[src/rtl/erl_pkg.sv]
package erl_pkg;
    typedef enum logic [1:0] {
        RC_IDLE    = 2'd0,
        RC_RESTORE = 2'd1,
        RC_COPY    = 2'd2
    } rc_state_e;
endpackage

[src/rtl/erl_entry.sv]
module erl_entry #(
    parameter int CNT_W = 3,
    parameter int VQ_W  = 6
) (
    input  logic             clk,
    input  logic             rst_n,
    input  logic             alloc_i,
    input  logic [VQ_W-1:0]  vq_i,
    input  logic             ovw_set_i,
    input  logic             take_i,
    input  logic [1:0]       inc_i,
    input  logic [1:0]       dec_i,
    input  logic             restore_i,
    input  logic [CNT_W-1:0] drop_i,
    input  logic             commit_i,
    input  logic             release_i,
    output logic             pending_o,
    output logic             released_o,
    output logic             ovf_o,
    output logic [VQ_W-1:0]  vq_o
);
    localparam int EW = CNT_W + 2;
    localparam logic [EW-1:0] CNT_MAX = EW'((1 << CNT_W) - 1);

    logic             live_q, ovw_q, rel_q, due_q;
    logic [CNT_W-1:0] cnt_q;
    logic [VQ_W-1:0]  vq_q;
    logic [EW-1:0]    up, sub, nxt;

    always_comb begin
        up  = EW'(cnt_q) + (take_i ? EW'(inc_i) : '0);
        sub = EW'(dec_i) + (restore_i ? EW'(drop_i) : '0);
        nxt = (up > sub) ? (up - sub) : '0;
        if (nxt > CNT_MAX) nxt = CNT_MAX;
    end

    assign ovf_o = (EW'(cnt_q) + EW'(inc_i)) > CNT_MAX;

    always_ff @(posedge clk) begin
        if (!rst_n) begin
            live_q <= 1'b0;
            ovw_q  <= 1'b0;
            rel_q  <= 1'b0;
            due_q  <= 1'b0;
            cnt_q  <= '0;
            vq_q   <= '0;
        end else if (alloc_i) begin
            live_q <= 1'b1;
            ovw_q  <= 1'b0;
            rel_q  <= 1'b0;
            due_q  <= 1'b0;
            cnt_q  <= '0;
            vq_q   <= vq_i;
        end else begin
            if (restore_i && !rel_q) ovw_q <= 1'b0;
            else if (ovw_set_i)      ovw_q <= 1'b1;
            cnt_q <= nxt[CNT_W-1:0];
            if (restore_i)                due_q <= 1'b0;
            else if (commit_i && !rel_q)  due_q <= 1'b1;
            if (release_i) rel_q <= 1'b1;
        end
    end

    assign pending_o  = live_q && !rel_q && ((ovw_q && cnt_q == '0) || due_q);
    assign released_o = rel_q;
    assign vq_o       = vq_q;

    // a grant never lands on a register already handed back
    p_release_once_r5: assert property (@(posedge clk) disable iff (!rst_n)
        release_i |-> (live_q && !rel_q));

    // an eager grant only after every consumer has read
    p_release_drained_r3: assert property (@(posedge clk) disable iff (!rst_n)
        (release_i && !due_q) |-> (cnt_q == '0));
endmodule

[src/rtl/erl_pick.sv]
module erl_pick #(
    parameter int N  = 16,
    parameter int PW = 4
) (
    input  logic [N-1:0]  req_i,
    output logic [N-1:0]  grant_o,
    output logic [PW-1:0] idx_o,
    output logic          any_o
);
    always_comb begin
        idx_o = '0;
        for (int i = N - 1; i >= 0; i--) begin
            if (req_i[i]) idx_o = PW'(i);
        end
        any_o   = |req_i;
        grant_o = any_o ? (N'(1) << idx_o) : '0;
    end
endmodule

[src/rtl/erl_recov_fsm.sv]
module erl_recov_fsm
    import erl_pkg::*;
#(
    parameter int CB_LAT = 5
) (
    input  logic clk,
    input  logic rst_n,
    input  logic rec_valid_i,
    input  logic rec_last_i,
    input  logic cb_hit_i,
    output logic busy_o
);
    localparam int WW = $clog2(CB_LAT + 1);

    rc_state_e     state_q, state_d;
    logic          hit_q;
    logic [WW-1:0] wait_q;

    always_comb begin
        state_d = state_q;
        unique case (state_q)
            RC_IDLE: begin
                if (rec_valid_i)
                    state_d = rec_last_i ? (cb_hit_i ? RC_COPY : RC_IDLE) : RC_RESTORE;
            end
            RC_RESTORE: begin
                if (rec_valid_i && rec_last_i)
                    state_d = (hit_q || cb_hit_i) ? RC_COPY : RC_IDLE;
            end
            RC_COPY: begin
                if (wait_q == WW'(CB_LAT - 1)) state_d = RC_IDLE;
            end
            default: state_d = RC_IDLE;
        endcase
    end

    always_ff @(posedge clk) begin
        if (!rst_n) begin
            state_q <= RC_IDLE;
            hit_q   <= 1'b0;
            wait_q  <= '0;
        end else begin
            state_q <= state_d;
            hit_q   <= (state_d == RC_RESTORE) ? (hit_q || (rec_valid_i && cb_hit_i)) : 1'b0;
            wait_q  <= (state_q == RC_COPY) ? wait_q + 1'b1 : '0;
        end
    end

    always_comb begin
        unique case (state_q)
            RC_IDLE:    busy_o = 1'b0;
            RC_RESTORE: busy_o = 1'b1;
            RC_COPY:    busy_o = 1'b1;
            default:    busy_o = 1'b0;
        endcase
    end
endmodule

[src/rtl/erl_tracker.sv]
module erl_tracker #(
    parameter int NPREG  = 16,
    parameter int CNT_W  = 3,
    parameter int VQ_W   = 6,
    parameter int CB_LAT = 5,
    parameter int PW     = $clog2(NPREG)
) (
    input  logic             clk,
    input  logic             rst_n,
    input  logic             ren_valid,
    input  logic [PW-1:0]    ren_dst,
    input  logic [VQ_W-1:0]  ren_dst_vq,
    input  logic             ren_old_vld,
    input  logic [PW-1:0]    ren_old,
    input  logic             ren_s0_vld,
    input  logic [PW-1:0]    ren_s0,
    input  logic             ren_s1_vld,
    input  logic [PW-1:0]    ren_s1,
    output logic             ren_stall,
    input  logic             rd0_valid,
    input  logic [PW-1:0]    rd0_preg,
    input  logic             rd1_valid,
    input  logic [PW-1:0]    rd1_preg,
    input  logic             cmt_valid,
    input  logic [PW-1:0]    cmt_old,
    input  logic             rec_valid,
    input  logic [PW-1:0]    rec_preg,
    input  logic [CNT_W-1:0] rec_drop,
    input  logic             rec_last,
    output logic             rel_valid,
    output logic [PW-1:0]    rel_preg,
    output logic             cb_valid,
    output logic [PW-1:0]    cb_preg,
    output logic [VQ_W-1:0]  cb_vq,
    output logic             rec_busy
);
    logic [NPREG-1:0] pending, released, ovf, grant;
    logic [VQ_W-1:0]  vq_arr [NPREG];
    logic             ren_ok, cb_hit, pick_any;
    logic [PW-1:0]    pick_idx;

    assign ren_stall = rec_busy || rec_valid || (ren_valid && (|ovf));
    assign ren_ok    = ren_valid && !ren_stall;

    for (genvar g = 0; g < NPREG; g++) begin : g_entry
        logic s0h, s1h, r0h, r1h;
        assign s0h = ren_s0_vld && (ren_s0 == PW'(g));
        assign s1h = ren_s1_vld && (ren_s1 == PW'(g));
        assign r0h = rd0_valid && (rd0_preg == PW'(g));
        assign r1h = rd1_valid && (rd1_preg == PW'(g));

        erl_entry #(.CNT_W(CNT_W), .VQ_W(VQ_W)) i_entry (
            .clk        (clk),
            .rst_n      (rst_n),
            .alloc_i    (ren_ok && (ren_dst == PW'(g))),
            .vq_i       (ren_dst_vq),
            .ovw_set_i  (ren_ok && ren_old_vld && (ren_old == PW'(g))),
            .take_i     (ren_ok),
            .inc_i      ({1'b0, s0h} + {1'b0, s1h}),
            .dec_i      ({1'b0, r0h} + {1'b0, r1h}),
            .restore_i  (rec_valid && (rec_preg == PW'(g))),
            .drop_i     (rec_drop),
            .commit_i   (cmt_valid && (cmt_old == PW'(g))),
            .release_i  (grant[g]),
            .pending_o  (pending[g]),
            .released_o (released[g]),
            .ovf_o      (ovf[g]),
            .vq_o       (vq_arr[g])
        );
    end

    erl_pick #(.N(NPREG), .PW(PW)) i_pick (
        .req_i   (pending & {NPREG{!rec_valid}}),
        .grant_o (grant),
        .idx_o   (pick_idx),
        .any_o   (pick_any)
    );

    assign cb_hit = rec_valid && released[rec_preg];

    erl_recov_fsm #(.CB_LAT(CB_LAT)) i_fsm (
        .clk         (clk),
        .rst_n       (rst_n),
        .rec_valid_i (rec_valid),
        .rec_last_i  (rec_last),
        .cb_hit_i    (cb_hit),
        .busy_o      (rec_busy)
    );

    always_ff @(posedge clk) begin
        if (!rst_n) begin
            rel_valid <= 1'b0;
            rel_preg  <= '0;
            cb_valid  <= 1'b0;
            cb_preg   <= '0;
            cb_vq     <= '0;
        end else begin
            rel_valid <= pick_any;
            rel_preg  <= pick_idx;
            cb_valid  <= cb_hit;
            cb_preg   <= rec_preg;
            cb_vq     <= vq_arr[rec_preg];
        end
    end

    // copy-back only follows a recovery entry
    p_cb_after_restore_r7: assert property (@(posedge clk) disable iff (!rst_n)
        cb_valid |-> $past(rec_valid));

    // back-to-back releases never repeat a register
    p_rel_distinct_r5: assert property (@(posedge clk) disable iff (!rst_n)
        (rel_valid && $past(rel_valid)) |-> (rel_preg != $past(rel_preg)));
endmodule

[config.mk]
export PLATFORM = sky130hd
export DESIGN_NAME = erl_tracker
export DESIGN_NICKNAME = d
export VERILOG_FILES = /design/src/rtl/erl_pkg.sv /design/src/rtl/erl_entry.sv /design/src/rtl/erl_pick.sv /design/src/rtl/erl_recov_fsm.sv /design/src/rtl/erl_tracker.sv
export SDC_FILE = /design/constraint.sdc
export NUM_CORES = 1
export LEC_CHECK = 0
export BUFFER_PORTS_ARGS = -buffer_cell sky130_fd_sc_hd__buf_2
export CAP_MARGIN = 20
export CORE_UTILIZATION = 60
export CTS_CLUSTER_SIZE = 40
export DETAILED_ROUTE_END_ITERATION = 12
export GPL_TIMING_DRIVEN = 1
export PLACE_DENSITY_LB_ADDON = 0.15
export SETUP_SLACK_MARGIN = 0.3
export SLEW_MARGIN = 40
export SYNTH_ARGS = -nofsm -noshare
export SYNTH_HDL_FRONTEND = slang
export SYNTH_SLANG_ARGS = --single-unit
export TNS_END_PERCENT = 30
[constraint.sdc]
create_clock -name clk -period 13.7 [get_ports clk]
set_input_delay 1.37 -clock clk [delete_from_list [all_inputs] [get_ports clk]]
set_output_delay 1.37 -clock clk [all_outputs]
set_load 0.02 [all_outputs]
Word level (Yosys, flattened, before mapping):

Cells that the tools add are included.

* register bits: 230
* output and inout bits: 18

* add/subtract/negate cells: 97
* $lt $le $gt $ge: 50
* equal/unequal tests: 124
* shifts and indexed selects: 1
* multiplexer cells: 94
* bitwise gates (word level): 3
* reductions and logical operators: 330

Operators by type and width (count)
* $eq 4x4->1 const B: 64
* $logic_and 1x1->1: 214
* $gt 5x3->1 const B: 32
* $eq 4x3->1 const B: 32
* $mux 3: 32
* $reduce_or 3->1: 32
* $add 2x5->5: 16
* $add 3x5->5: 16
* $gt 5x5->1: 16
* $mux 5: 16
* $sub 5x5->5: 16
* $add 1x1->2: 32
* $add 3x2->4: 16
* $eq 4x2->1 const B: 16
* $mux 4: 16
* $logic_not 3->1: 16
* $mux 2: 22
* $reduce_or 2->1: 17
* $eq 4x1->1 const B: 8
* $logic_not 4->1: 8
* $reduce_or 16->1: 2
* $bmux 6 s4: 1
* $logic_or 1x1->1: 20
* $logic_not 1->1: 18
* other kinds (17): 21

Longest topological paths before layout:

* depth after elaboration: 23
* depth in mapped cells: 21

By module:

From an unflattened synthesis, not the netlist that was laid out.

* cell total of the unflattened synthesis: 1952
* area total of the unflattened synthesis: 17648.2 sq um

By module, submodules not included
* erl_entry at g_entry[0].i_entry ...: instances 10, cells each 92, area an instance 889.6 sq um, sequential area each 260.2 sq um
* erl_entry at g_entry[4].i_entry ...: instances 6, cells each 89, area an instance 849.6 sq um, sequential area each 260.2 sq um
* erl_tracker: instances 1, cells each 389, area an instance 2887.8 sq um, sequential area each 320.3 sq um
* erl_pick: instances 1, cells each 70, area an instance 396.6 sq um, sequential area each 0.0 sq um
* erl_recov_fsm: instances 1, cells each 39, area an instance 370.4 sq um, sequential area each 120.1 sq um

Worst setup path before layout:

Ideal clock, no wire load.

* kind: input -> register
* start point: in ren_s0[3]
* end point: reg g_entry[14].i_entry.cnt_q[0]
* library setup time: 0.065 ns
* arrival: 5.854 ns
* required time: 13.635 ns
* slack: 7.781 ns
* stages on the path: 21
* buffers on the path: 2
* path through: or3b_2 nor3_1 ha_1 ha_1 nand4_1 nand4_1 nor4_4 and3_1 clkbuf_1 clkbuf_1 and2_1 ha_1 fa_1 ha_1 nor2b_1 o21ai_0 mux2_2 nand2_1 nand2_1 o21a_1 nor2_1

* cells in the longest elaborated chain, start to end: 16
* elaborated cells on any way between the ends: 94

RTL lines
* from (decl): RTL line erl_tracker.sv:16 `input logic [PW-1:0] ren_s0,`
* $eq 4x1->1 (tied with other cells): RTL line erl_tracker.sv:47 `assign s0h = ren_s0_vld && (ren_s0 == PW'(g));`
* $logic_and 1x1->1: RTL line erl_tracker.sv:47
* $add 1x1->2: RTL line erl_tracker.sv:59 `.inc_i ({1'b0, s0h} + {1'b0, s1h}),`
* $add 3x2->4: RTL line erl_entry.sv:37 `assign ovf_o = (EW'(cnt_q) + EW'(inc_i)) > CNT_MAX;`
* $gt 5x3->1: RTL line erl_entry.sv:37
* $reduce_or 16->1: RTL line erl_tracker.sv:42 `assign ren_stall = rec_busy || rec_valid || (ren_valid && (|ovf));`
* $logic_and 1x1->1: RTL line erl_tracker.sv:42
* $logic_or 1x1->1: RTL line erl_tracker.sv:42
* $logic_not 1->1: RTL line erl_tracker.sv:43 `assign ren_ok = ren_valid && !ren_stall;`
* $logic_and 1x1->1: RTL line erl_tracker.sv:43
* $mux 2: RTL line erl_entry.sv:31 `up = EW'(cnt_q) + (take_i ? EW'(inc_i) : '0);`
* $add 3x5->5: RTL line erl_entry.sv:31
* $sub 5x5->5 / $gt 5x5->1 (equally long branches): RTL line erl_entry.sv:33 `nxt = (up > sub) ? (up - sub) : '0;`
* $mux 5: RTL line erl_entry.sv:33
* $gt 5x3->1: RTL line erl_entry.sv:34 `if (nxt > CNT_MAX) nxt = CNT_MAX;`
* $mux 3: RTL line erl_entry.sv:34
* to (signal assigned): RTL line erl_entry.sv:57 `cnt_q <= nxt[CNT_W-1:0];`
* to (decl): RTL line erl_entry.sv:26 `logic [CNT_W-1:0] cnt_q;`

Parallel ways exist; a longest one is shown, timed or not.
A chain may end at the register's enable or synchronous reset.

Worst setup path in the final report:

* start point: in ren_s1[1]
* end point: reg g_entry[14].i_entry.cnt_q[1]

* cells in the longest elaborated chain, start to end: 16
* elaborated cells on any way between the ends: 94

RTL lines
* from (decl): RTL line erl_tracker.sv:18 `input logic [PW-1:0] ren_s1,`
* $eq 4x1->1 (tied with other cells): RTL line erl_tracker.sv:48 `assign s1h = ren_s1_vld && (ren_s1 == PW'(g));`
* $logic_and 1x1->1: RTL line erl_tracker.sv:48
* $add 1x1->2: RTL line erl_tracker.sv:59
* $add 3x2->4: RTL line erl_entry.sv:37
* $gt 5x3->1: RTL line erl_entry.sv:37
* $reduce_or 16->1: RTL line erl_tracker.sv:42
* $logic_and 1x1->1: RTL line erl_tracker.sv:42
* $logic_or 1x1->1: RTL line erl_tracker.sv:42
* $logic_not 1->1: RTL line erl_tracker.sv:43
* $logic_and 1x1->1: RTL line erl_tracker.sv:43
* $mux 2: RTL line erl_entry.sv:31
* $add 3x5->5: RTL line erl_entry.sv:31
* $sub 5x5->5 / $gt 5x5->1 (equally long branches): RTL line erl_entry.sv:33
* $mux 5: RTL line erl_entry.sv:33
* $gt 5x3->1: RTL line erl_entry.sv:34
* $mux 3: RTL line erl_entry.sv:34

Parallel ways exist; a longest one is shown, timed or not.

==> results by group <==
Status
  • Status: completed

Route
  • Via-to-Cell Ratio: about 6.3
  • Pre-antenna DRT Iters: 5
  • Post-route ant nets: 0
  • Routed Wire Length: 45.39 mm
  • Via count: around 13000
  • Wire length per cell: around 21 um
  • Post-route DRC violation count: 0
  • DR iter-0 viols: 1027

Place
  • Gpl congestion: 1.053
  • HPWL Detailed: ~34 mm
  • IO Port Bufs: 69
  • Place WS: approximately 7.1 ns

Synthesis
  • Xor and xnor fraction of the mapped netlist area: 0.02937
  • Main flop type after synthesis: dfxtp_1
  • Syn_nets: approximately 2000
  • Register area share after synthesis: 0.2969
  • Synth warn: 0
  • Top area cells in the synthesized netlist: dfxtp_1 (30%), ha_1 (12%), fa_1 (6.2%)
  • Synthesized-area fraction occupied by adder cells: 0.1830
  • Post-Syn Instances: 1726
  • Synth Area in Simple Gates: 0.2340
  • Flops & latches, synth: between 200 and 250
  • Ys async rst share: 0
  • Share of the synthesized area in the top cell type: 0.2969
  • Synth Cell Area: 15510 um^2
  • Top post-synthesis cells by count: dfxtp_1 (230), nor2_1 (207), ha_1 (150)
  • Most common cell in the netlist: dfxtp_1
  • Post-synth cell types: 74
  • Leading area contributor after synthesis: dfxtp_1
  • Synth Area in Compound Gates: 0.1052
  • Largest family of logic cells by synthesized area: simple AND/OR/NAND/NOR gates
  • Syn avg cell area: 8.984 um^2
  • Mux contribution to synthesized area: 0.1051
  • Post-synth EDFFs: 0

Power
  • Peak VDD IR: 0.0001092 V
  • Combinational fraction of design power: 0.163
  • Net Switching: just under 0.5 mW
  • Sw Ratio: 0.2852
  • Clock power frac: 0.417
  • Pwr Density: 100.3 nW/um^2
  • Power, Total: 1.701 mW
  • LEAKAGE: 7.279 nW
  • Flop pwr share: 0.421
  • Internal Power: between 1 and 1.5 mW

STA
  • Period Utilization, post-route: 0.4496
  • Slew Limit Fails: 0
  • RSZ-0062 raised after global routing: no
  • Clock skew: 0.008534 ns
  • Worst-Margin Slew: just over 0.9 ns
  • Fin crit period: around 6.2 ns
  • Final hold violations: 0
  • Fin Setup TNS: 0 ns
  • Fmax: around 160 MHz
  • Setup ws final: between 7 and 8 ns
  • Slew HR: 0.3834
  • Min Hold Slack: between 0.4 and 0.5 ns
  • Finish-stage setup viols: 0

Floorplan
  • Die height: between 150 and 200 um
  • Initial core utilization: 0.6140
  • # IOs: 70
  • Chip width: approximately 160 um
  • CORE AREA: around 25000 um^2
  • FP Rows: just under 60
  • Die area: ~26000 um^2

Clocking
  • CTS tree: yes
  • Hold_buf cts: 0
  • Buffer count from post-CTS setup fixing: 0
  • Clk slew on worst S/H paths: approximately 0.060 ns
  • Total CTS buffers: 26
  • Post-CTS Resized: 0
  • Root buf cell: clkbuf_16
  • Clk_lat worst skew: 0.54 ns
  • CTS H-tree depth: 1
  • Clk sinks: 230
  • Max clock buf depth: 3

Setup path
  • Reg-to-reg startpoint: g_entry[2].i_entry.cnt_q[1]
  • CP required: 14.15 ns
  • CP arrival: roughly 6.6 ns
  • Critical path startpoint category: input port
  • Crit path cell chain: buf_2, or3b_2, nor2_1, ha_1, ha_1, nand4_1, nand4_1, nor4_4, and3_1, buf_4, and2_1, ha_1, fa_1, ha_1, nor2b_1, o21ai_0, mux2_2, nand2_1, nand2_1, a211oi_1
  • Crit. Startpoint: ren_s1[1]
  • Capturing element type of the critical path: flop
  • Most frequent cell on the critical path: ha_1
  • Crit Path Max Fanout: 22
  • Delay of the slowest critical-path stage: about 0.62 ns
  • Critical path's slowest cell: and3_1
  • Setup CP Type: input port to flop

GRT
  • Largest net degree at the start of global routing: 72
  • Global-route usage over all layers: 0.3472
  • Initial antenna violation count: 1
  • Total grt overflow: 0
  • Vias in the first global route: 13000
  • First-pass GRT wire length: ~71 mm

Cells and area
  • Share of cells above drive strength 1: 0.1097
  • Layout Nets: roughly 2000
  • Area grow syn2layout: 9.441%
  • Fin util: 0.6720
  • Diode count: 0
  • Fillers: approximately 2100

Hold path
  • Worst hold start: g_entry[14].i_entry.vq_o[4]
  • Hold Path Class: flop to flop

Flow run
  • Max-cap violations: 0
[final timing paths]
path | to | slack [ns] | cells past startpoint
worst max-delay path | g_entry[14].i_entry.cnt_q[1] | 7.54 | 20
worst min-delay path | g_entry[14].i_entry.vq_o[4] | 0.45 | 2
worst max register to register | g_entry[14].i_entry.cnt_q[1] | 8.78 | 16
worst min register to register | g_entry[14].i_entry.vq_o[4] | 0.45 | 2
[flip-flops by register name (all words and copies together), names as in the netlist]
signal / cells
g_entry.i_entry.vq_o: 96
g_entry.i_entry.cnt_q: 48
g_entry.i_entry.due_q: 16
g_entry.i_entry.live_q: 16
g_entry.i_entry.ovw_q: 16
g_entry.i_entry.released_o: 16
cb_vq: 6
cb_preg: 4
rel_preg: 4
i_fsm.wait_q: 3
i_fsm.state_q: 2
cb_valid: 1
i_fsm.hit_q: 1
rel_valid: 1
[cell families (layout without fill, tap and decap cells)]
group	Yosys count	in the layout
AO/OA/AOI/OAI	255	255
XOR/XNOR	52	52
adder cells (fa/ha/maj)	198	198
buffers and inverters	177	237
flip-flops	230	230
multiplexers	119	119
AND/OR/NAND/NOR	695	695
[layer usage]
| layer | track usage | routed length, um | part of all wire | up-vias |
|---|---|---|---|---|
| met1 | 0.4399 | 18770 | 0.41 | 6435 |
| met5 | 0 | 0 | 0 | - |
| met4 | 0.1542 | 2103 | 0.046 | 0 |
| met2 | 0.5687 | 20810 | 0.46 | 547 |
| li1 | - | - | - | 6181 |
| met3 | 0.07257 | 3719 | 0.082 | 129 |
[area by class of cell]
cell class,count,area (um^2),area share
clock buffers,31,699.4,0.04122
clock inverters,11,157.7,0.009290
inverters,113,426.7,0.02514
multi-input cells,1319,10210,0.6019
flip-flops and latches,230,4604,0.2713
well taps,330,412.9,0.02433
repair buffers,82,454.2,0.02676
[power groups by stage]
stage	clock, mW	sequential, mW	combinational [mW]
floorplan	0	0.719	0.199
global placement	0	0.729	0.261
detailed placement	0	0.728	0.271
CTS	0.714	0.714	0.273
global route	0.739	0.717	0.307
finish	0.709	0.716	0.277
[through the flow]
step | instance area [um^2] | std cells
after global routing | 16970 | 2116
after floorplan | 15510 | 1726
final | 16970 | 2116
after global placement | 16070 | 2071
after CTS | 16970 | 2116
after detailed placement | 16110 | 2074
[cell usage in the layout (no fill, tap or decap), drive strengths merged, types with 8 or more instances in the layout]
master,instances
dfxtp,230
nor2,207
ha,150
nand2,143
inv,115
a21oi,108
mux2i,83
buf,82
and2,61
nor3,58
xor2,50
fa,48
nand4,47
nor2b,43
nand2b,36
mux4,35
clkbuf,31
o21ai,29
nand3,21
o211ai,18
nor4b,18
a211oi,17
or3,12
nor4,11
and3,10
a31oi,10
a31o,9
a22oi,8
a41oi,8
o21a,8
[worst max-delay path, delay by kind of cell]
family | cells | cell delay (ns)
AND/OR/NAND/NOR | 10 | 2.43
adder cells (fa/ha/maj) | 5 | 1.40
AO/OA/AOI/OAI | 2 | 0.55
buffers and inverters | 2 | 0.45
multiplexers | 1 | 0.38
Note: power is estimated with default switching activity, not from simulation.
